[config.mk]
export PLATFORM = sky130hd
export DESIGN_NAME = mmio_dn_timer
export DESIGN_NICKNAME = d
export VERILOG_FILES = /design/src/rtl/tmr_pkg.sv /design/src/rtl/tmr_prescaler.sv /design/src/rtl/tmr_channel.sv /design/src/rtl/tmr_irq_ctl.sv /design/src/rtl/mmio_dn_timer.sv
export SDC_FILE = /design/constraint.sdc
export NUM_CORES = 1
export LEC_CHECK = 0
export BUFFER_PORTS_ARGS = -buffer_cell sky130_fd_sc_hd__buf_2
export CORE_UTILIZATION = 30
export DETAILED_ROUTE_END_ITERATION = 8
export PLACE_DENSITY = 0.56
export SYNTH_ARGS = -nofsm -noshare
export SYNTH_HDL_FRONTEND = slang
export SYNTH_HIERARCHICAL = 1
export SYNTH_SLANG_ARGS = --single-unit
[constraint.sdc]
create_clock -name clk -period 5.7 [get_ports clk]
set_clock_uncertainty 0.05 [all_clocks]
set_input_delay 0.57 -clock clk [delete_from_list [all_inputs] [get_ports clk]]
set_output_delay 0.57 -clock clk [all_outputs]
set_load 0.05 [all_outputs]
[src/rtl/tmr_pkg.sv]
package tmr_pkg;

    localparam int PS_W  = 3;
    localparam int SRC_W = 2;

    typedef struct packed {
        logic             oneshot;
        logic [PS_W-1:0]  ps;
        logic [SRC_W-1:0] src;
        logic             en;
    } ctrl_t;

    function automatic logic [7:0] ctrl_pack(ctrl_t c);
        return {c.oneshot, c.ps, c.src, 1'b0, c.en};
    endfunction

    function automatic ctrl_t ctrl_unpack(logic [7:0] w);
        ctrl_t c;
        c.en      = w[0];
        c.src     = w[3:2];
        c.ps      = w[6:4];
        c.oneshot = w[7];
        return c;
    endfunction

endpackage

[src/rtl/tmr_prescaler.sv]
module tmr_prescaler #(
    parameter int PS_W = 3
) (
    input  logic            clk,
    input  logic            rst_n,
    input  logic            clear,
    input  logic            tick,
    input  logic [PS_W-1:0] ps,
    output logic            step
);
    localparam int DIV_W = (1 << PS_W) - 1;

    typedef struct packed {
        logic [DIV_W-1:0] pre;
    } state_t;

    state_t           st_d, st_q;
    logic [DIV_W:0]   full;
    logic [DIV_W-1:0] limit;

    always_comb begin
        full  = (DIV_W+1)'(1) << ps;
        limit = DIV_W'(full - (DIV_W+1)'(1));
        step  = tick && (st_q.pre == limit);
        st_d  = st_q;
        if (clear) begin
            st_d.pre = '0;
        end else if (tick) begin
            st_d.pre = step ? '0 : st_q.pre + DIV_W'(1);
        end
    end

    always_ff @(posedge clk) begin
        if (!rst_n) st_q <= '0;
        else        st_q <= st_d;
    end

endmodule

[src/rtl/tmr_channel.sv]
module tmr_channel
    import tmr_pkg::*;
#(
    parameter int CNT_W      = 32,
    parameter int SYNC_TICKS = 2
) (
    input  logic             clk,
    input  logic             rst_n,
    input  logic             tick,
    input  logic             ctrl_we,
    input  logic             ival_we,
    input  logic [CNT_W-1:0] wdata,
    output logic [7:0]       ctrl_rd,
    output logic [CNT_W-1:0] ival,
    output logic [CNT_W-1:0] count,
    output logic             running,
    output logic             expire,
    output logic             oneshot,
    output logic             enabled
);
    localparam int DR_W = $clog2(SYNC_TICKS + 1);

    typedef struct packed {
        ctrl_t            ctrl;
        logic [CNT_W-1:0] ival;
        logic [CNT_W-1:0] cnt;
        logic             run;
        logic [DR_W-1:0]  drain;
    } state_t;

    state_t st_d, st_q;
    ctrl_t  wr_ctrl;
    logic   gated_tick;
    logic   load;
    logic   step;

    tmr_prescaler #(.PS_W(PS_W)) u_pre (
        .clk  (clk),
        .rst_n(rst_n),
        .clear(load),
        .tick (gated_tick),
        .ps   (st_q.ctrl.ps),
        .step (step)
    );

    always_comb begin
        st_d       = st_q;
        expire     = 1'b0;
        load       = 1'b0;
        wr_ctrl    = ctrl_unpack(wdata[7:0]);
        gated_tick = tick && st_q.run && !ctrl_we;

        if (ctrl_we) begin
            st_d.ctrl = wr_ctrl;
            if (wr_ctrl.en) begin
                st_d.run   = 1'b1;
                st_d.drain = '0;
                if (wdata[1]) begin
                    st_d.cnt = st_q.ival;
                    load     = 1'b1;
                end
            end else if (st_q.run && st_q.drain == '0) begin
                st_d.drain = DR_W'(SYNC_TICKS);
            end
        end else if (gated_tick) begin
            if (step) begin
                if (st_q.cnt == '0) begin
                    expire = 1'b1;
                    if (st_q.ctrl.oneshot) begin
                        st_d.ctrl.en = 1'b0;
                        st_d.run     = 1'b0;
                        st_d.drain   = '0;
                    end else begin
                        st_d.cnt = st_q.ival;
                    end
                end else begin
                    st_d.cnt = st_q.cnt - CNT_W'(1);
                end
            end
            if (st_q.drain != '0 && st_d.run) begin
                st_d.drain = st_q.drain - DR_W'(1);
                if (st_q.drain == DR_W'(1)) st_d.run = 1'b0;
            end
        end

        if (ival_we) st_d.ival = wdata;
    end

    always_ff @(posedge clk) begin
        if (!rst_n) st_q <= '0;
        else        st_q <= st_d;
    end

    assign ctrl_rd = ctrl_pack(st_q.ctrl);
    assign ival    = st_q.ival;
    assign count   = st_q.cnt;
    assign running = st_q.run;
    assign oneshot = st_q.ctrl.oneshot;
    assign enabled = st_q.ctrl.en;

endmodule

[src/rtl/tmr_irq_ctl.sv]
module tmr_irq_ctl #(
    parameter int NUM_CH = 2
) (
    input  logic              clk,
    input  logic              rst_n,
    input  logic              ien_we,
    input  logic              ist_we,
    input  logic [NUM_CH-1:0] wdata,
    input  logic [NUM_CH-1:0] expire,
    output logic [NUM_CH-1:0] ien,
    output logic [NUM_CH-1:0] ist,
    output logic              irq
);
    typedef struct packed {
        logic [NUM_CH-1:0] ien;
        logic [NUM_CH-1:0] ist;
    } state_t;

    state_t st_d, st_q;

    always_comb begin
        st_d = st_q;
        if (ien_we) st_d.ien = wdata;
        st_d.ist = (st_q.ist & ~(ist_we ? wdata : '0)) | expire;
    end

    always_ff @(posedge clk) begin
        if (!rst_n) st_q <= '0;
        else        st_q <= st_d;
    end

    assign ien = st_q.ien;
    assign ist = st_q.ist;
    assign irq = |(st_q.ist & st_q.ien);

endmodule

[src/rtl/mmio_dn_timer.sv]
module mmio_dn_timer #(
    parameter int NUM_CH     = 2,
    parameter int CNT_W      = 32,
    parameter int ADDR_W     = 8,
    parameter int SYNC_TICKS = 2
) (
    input  logic              clk,
    input  logic              rst_n,
    input  logic              tick_en,
    input  logic              bus_sel,
    input  logic              bus_wr,
    input  logic [ADDR_W-1:0] bus_addr,
    input  logic [CNT_W-1:0]  bus_wdata,
    output logic [CNT_W-1:0]  bus_rdata,
    output logic              irq
);
    localparam logic [ADDR_W-1:0] ADDR_IEN = ADDR_W'(0);
    localparam logic [ADDR_W-1:0] ADDR_IST = ADDR_W'(4);

    function automatic logic [ADDR_W-1:0] ch_base(int i);
        return ADDR_W'(16 * (i + 1));
    endfunction

    logic                          bus_wr_cyc;
    logic                          bus_rd_cyc;
    logic [NUM_CH-1:0]             ctrl_we;
    logic [NUM_CH-1:0]             ival_we;
    logic [NUM_CH-1:0][7:0]        ch_ctrl;
    logic [NUM_CH-1:0][CNT_W-1:0]  ch_ival;
    logic [NUM_CH-1:0][CNT_W-1:0]  ch_cnt;
    logic [NUM_CH-1:0]             ch_run;
    logic [NUM_CH-1:0]             ch_expire;
    logic [NUM_CH-1:0]             ch_oneshot;
    logic [NUM_CH-1:0]             ch_en;
    logic [NUM_CH-1:0]             ien;
    logic [NUM_CH-1:0]             ist;
    logic                          ien_we;
    logic                          ist_we;

    assign bus_wr_cyc = bus_sel && bus_wr;
    assign bus_rd_cyc = bus_sel && !bus_wr;
    assign ien_we     = bus_wr_cyc && bus_addr == ADDR_IEN;
    assign ist_we     = bus_wr_cyc && bus_addr == ADDR_IST;

    for (genvar g = 0; g < NUM_CH; g++) begin : g_ch
        assign ctrl_we[g] = bus_wr_cyc && bus_addr == ch_base(g);
        assign ival_we[g] = bus_wr_cyc && bus_addr == ch_base(g) + ADDR_W'(4);

        tmr_channel #(
            .CNT_W     (CNT_W),
            .SYNC_TICKS(SYNC_TICKS)
        ) u_ch (
            .clk    (clk),
            .rst_n  (rst_n),
            .tick   (tick_en),
            .ctrl_we(ctrl_we[g]),
            .ival_we(ival_we[g]),
            .wdata  (bus_wdata),
            .ctrl_rd(ch_ctrl[g]),
            .ival   (ch_ival[g]),
            .count  (ch_cnt[g]),
            .running(ch_run[g]),
            .expire (ch_expire[g]),
            .oneshot(ch_oneshot[g]),
            .enabled(ch_en[g])
        );
    end

    tmr_irq_ctl #(.NUM_CH(NUM_CH)) u_irq (
        .clk   (clk),
        .rst_n (rst_n),
        .ien_we(ien_we),
        .ist_we(ist_we),
        .wdata (bus_wdata[NUM_CH-1:0]),
        .expire(ch_expire),
        .ien   (ien),
        .ist   (ist),
        .irq   (irq)
    );

    always_comb begin
        bus_rdata = '0;
        if (bus_rd_cyc) begin
            if (bus_addr == ADDR_IEN) bus_rdata = CNT_W'(ien);
            if (bus_addr == ADDR_IST) bus_rdata = CNT_W'(ist);
            for (int i = 0; i < NUM_CH; i++) begin
                if (bus_addr == ch_base(i))                bus_rdata = CNT_W'(ch_ctrl[i]);
                if (bus_addr == ch_base(i) + ADDR_W'(4))   bus_rdata = ch_ival[i];
                if (bus_addr == ch_base(i) + ADDR_W'(8))   bus_rdata = ch_cnt[i];
            end
        end
    end

endmodule

==> impl_metrics.json <==
{
  "status": "completed",
  "rr_startpoint": "g_ch[0].u_ch/ctrl_rd[5]",
  "seq_area_frac_synth": 0.2873,
  "clkPwrFrac": 0.474,
  "wl_per_cell_microns": 20.50,
  "max_slew_margin": 0.1912,
  "grt_pass1_wl_mm": 57.72,
  "whs_endpoint": "g_ch[0].u_ch/ival[12]",
  "grt-ovfl-total": 0,
  "rows": 71,
  "r2r_setup_slack_ps": 900,
  "syn_area_sq_um": 11570,
  "async_flop_share": 0,
  "via_per_inst": 5.718,
  "coreArea_sq_um": 37840,
  "p_sw_mw": 0.5868,
  "antenna_found_initial": 0,
  "reg2reg_depth": 12,
  "p_leak_nw": 4.077,
  "track_usage": 0.1897,
  "clkSlewWorstSetupHoldPaths_ps": 60,
  "grt_pass1_vias": 9508,
  "power_frac_seq": 0.477,
  "intPower_mw": 1.851,
  "ys_seq_elements": 166,
  "post-route-period-util": 0.8418,
  "path_class": "flip-flop to flip-flop",
  "whs_ps": 335.4,
  "synth-edff-count": 0,
  "dieWidth_microns": 198.4,
  "combPwrFrac": 0.049,
  "yosys.cell_types.count": 82,
  "ant_nets": 0,
  "fmax_mhz": 208.4,
  "critical_path.cell_chain": "or3_1, ha_1, or4b_4, a31oi_1, or2_0, and2_1, nor2b_1, nor2_1, a21oi_1, o21a_2, nand2_1, o22ai_1",
  "dr.pass1.iters": 7,
  "cts_tree": "done",
  "ys.warnings.count": 6,
  "diodes": 0,
  "totalWireLength_mm": 37.49,
  "start_kind": "flip-flop",
  "die_area_sq_um": 39350,
  "critPathTopFamily": "simple AND/OR/NAND/NOR gates",
  "portBuffers": 77,
  "rr_endpoint": "g_ch[0].u_ch/count[4]",
  "period_minus_slack_ps": 4798,
  "hold_class": "input pin to flip-flop",
  "crit_path_end_kind": "flip-flop",
  "setup_viol": 0,
  "synth_fp_nets": 1482,
  "place_congestion": 0.9242,
  "ctsResizeCount": 0,
  "worst_slew_pin_slew_ps": 1209,
  "dp_hpwl_mm": 27.19,
  "worstPathArrival_ps": 5100,
  "syn_inst": 1425,
  "min_from": "bus_wdata[12]",
  "insertion_delay_ps": 440,
  "peakVddDrop_mv": 0.1825,
  "cts_buffers": 17,
  "drcViolationCount": 0,
  "drtIter0Drc": 1080,
  "finalSetupTns_ps": 0,
  "hold_buffers": 0,
  "vias": 10460,
  "required_ps": 6000,
  "drv_cap": 0,
  "sw_frac_of_total": 0.2407,
  "finalMaxSlewViolations": 0,
  "synth.largest_area_cell": "dfxtp_1",
  "htreeDepth": 4,
  "synth.top_cell.area_share": 0.2873,
  "ios": 78,
  "grt_max_degree": 55,
  "max_stage_delay_ps": 510,
  "synthTopCellsByArea": "dfxtp_1 (29%), buf_4 (9.6%), mux2i_1 (7.6%)",
  "cts_buffer_depth": 2,
  "drive_gt1_frac": 0.1366,
  "cp_max_fo": 19,
  "start_util": 0.3057,
  "area_delta_synth_final_pct": 1.958,
  "worst_path_max_delay_cell": "or4b_4",
  "clock_sinks": 166,
  "critical_path_buf_inv_count": 0,
  "rsz0062_at_grt": "false",
  "cts.root.buffer_cell": "clkbuf_16",
  "nets": 1363,
  "min_path_cells": 3,
  "post-cts-setup-buffers": 0,
  "yosys_most_used_dff": "dfxtp_1",
  "power_density_nw_per_um2": 206.7,
  "avgSynthCellArea_sq_um": 8.118,
  "die_h_microns": 198.4,
  "hold_violations": 0
}
## sequential cells by signal, indices dropped and copies added, names as in the netlist
name and count:
u_irq/ist 2, g_ch.u_ch/running 2, g_ch.u_ch/count 64, g_ch.u_ch/u_pre/st_q 14, u_irq/ien 2, g_ch.u_ch/oneshot 2
g_ch.u_ch/enabled 2, g_ch.u_ch/st_q 4, g_ch.u_ch/ctrl_rd 10, g_ch.u_ch/ival 64
## worst max path at each step
stage / startpoint / endpoint / slack, ps / cells past startpoint
2_1_floorplan: bus_addr[3] / g_ch[0].u_ch/count[1] / 1420 / 17
3_3_place_gp: bus_addr[3] / g_ch[0].u_ch/count[30] / 1030 / 15
3_5_place_dp: g_ch[0].u_ch/ctrl_rd[5] / g_ch[0].u_ch/count[30] / 960 / 12
4_1_cts: g_ch[0].u_ch/ctrl_rd[5] / g_ch[0].u_ch/count[30] / 920 / 12
5_1_grt: g_ch[0].u_ch/ctrl_rd[6] / g_ch[0].u_ch/count[31] / 500 / 13
6_report: g_ch[0].u_ch/ctrl_rd[5] / g_ch[0].u_ch/count[4] / 900 / 12
## layer usage
metal	global-route usage	vias to the layer above	routed length, microns
met5	0	-	0
met4	0.05713	0	739
met3	0.02848	38	2840
met2	0.2936	532	16690
met1	0.2693	5018	17210
li1	-	4870	-
## layout make-up
type	instances	area, sq um
well taps	511	639.4
flip-flops and latches	166	3323
multi-input cells	993	6605
clock buffers	19	442.9
repair buffers	98	543.0
fillers	4061	26050
clock inverters	12	128.9
inverters	30	112.6
## power by group through the flow
stage,Clock (mW),Sequential (mW),Combinational [mW]
after floorplan,0,1.19,0.0615
after detailed placement,0,1.19,0.117
final,1.16,1.16,0.119
after CTS,1.18,1.16,0.118
after global routing,1.23,1.16,0.127
after global placement,0,1.19,0.117
## cells by family (layout without fill, tap and decap cells)
logic type | Yosys count | in the layout | synth area share
mux | 94 | 94 | 0.08198
other cells | 2 | 2 | 0.0006492
simple gates | 448 | 448 | 0.2015
compound gates | 409 | 409 | 0.2499
buf+inv | 266 | 159 | 0.1445
fa+ha+maj | 12 | 12 | 0.01298
xor+xnor | 28 | 28 | 0.02120
flops | 166 | 166 | 0.2873
## cells in the mapped netlist (9+ instances only)
| library cell | number |
|---|---|
| or3_1 | 29 |
| o211ai_1 | 18 |
| nand2_1 | 75 |
| a211oi_1 | 14 |
| mux2i_1 | 88 |
| nand2b_1 | 10 |
| dfxtp_1 | 166 |
| nor2_1 | 170 |
| clkbuf_1 | 50 |
| nor4_1 | 20 |
| ha_1 | 12 |
| a22oi_1 | 30 |
| inv_1 | 30 |
| a21oi_1 | 102 |
| buf_6 | 13 |
| buf_1 | 9 |
| xnor2_1 | 14 |
| a22o_1 | 27 |
| o22ai_1 | 18 |
| buf_2 | 16 |
| o21ai_1 | 42 |
| nor2b_1 | 12 |
| nor3_1 | 40 |
| a32o_1 | 10 |
| buf_4 | 148 |
| nand3_1 | 19 |
| xor2_1 | 14 |
| o21ai_0 | 40 |
## metrics by stage
stage               instance area (sq um)  setup slack (ps)  cells  power, mW  utilization
floorplan                           11570              1418   1425      1.250            -
global placement                    11220              1034   1798      1.306       0.2966
detailed placement                  11220             963.0   1798      1.306       0.2966
CTS                                 11800             922.3   1829      2.457       0.3117
global route                        11800             503.4   1829      2.516       0.3117
finish                              11800             902.0   1829      2.438       0.3117
## tightest hold or removal path, delay by kind of cell
kind                   cells  cell delay, ps
buffers and inverters      1              90
and+or+nand+nor            1              70
muxes                      1              60
## layout by cell type (no fill, tap or decap), types with 6 or more instances in the layout
master     count
a2bb2oi_1      6
nand2b_1      10
o22ai_1       18
o41ai_1        6
mux2_2         6
a21oi_1      102
nand3_1       19
o221a_1        6
o211ai_1      18
nor2b_1       11
and2_1         7
nor4_1        20
nand4_1        7
clkbuf_16     17
a221oi_2       8
nor2_1       168
a32o_1        10
a22oi_1       30
buf_4         21
o21bai_1       6
o221ai_1       6
inv_1         30
or3_1         29
and3_1         8
dfxtp_1      166
xor2_1        14
a211oi_1      14
mux2i_1       88
a22o_1        27
a32oi_1        8
xnor2_1       14
o21ai_1       40
ha_1          12
nand2_1       75
buf_2         77
a31oi_1        8
a211o_1        6
o21ai_0       40
nor3_1        40
(Power assumes the default switching activity.)
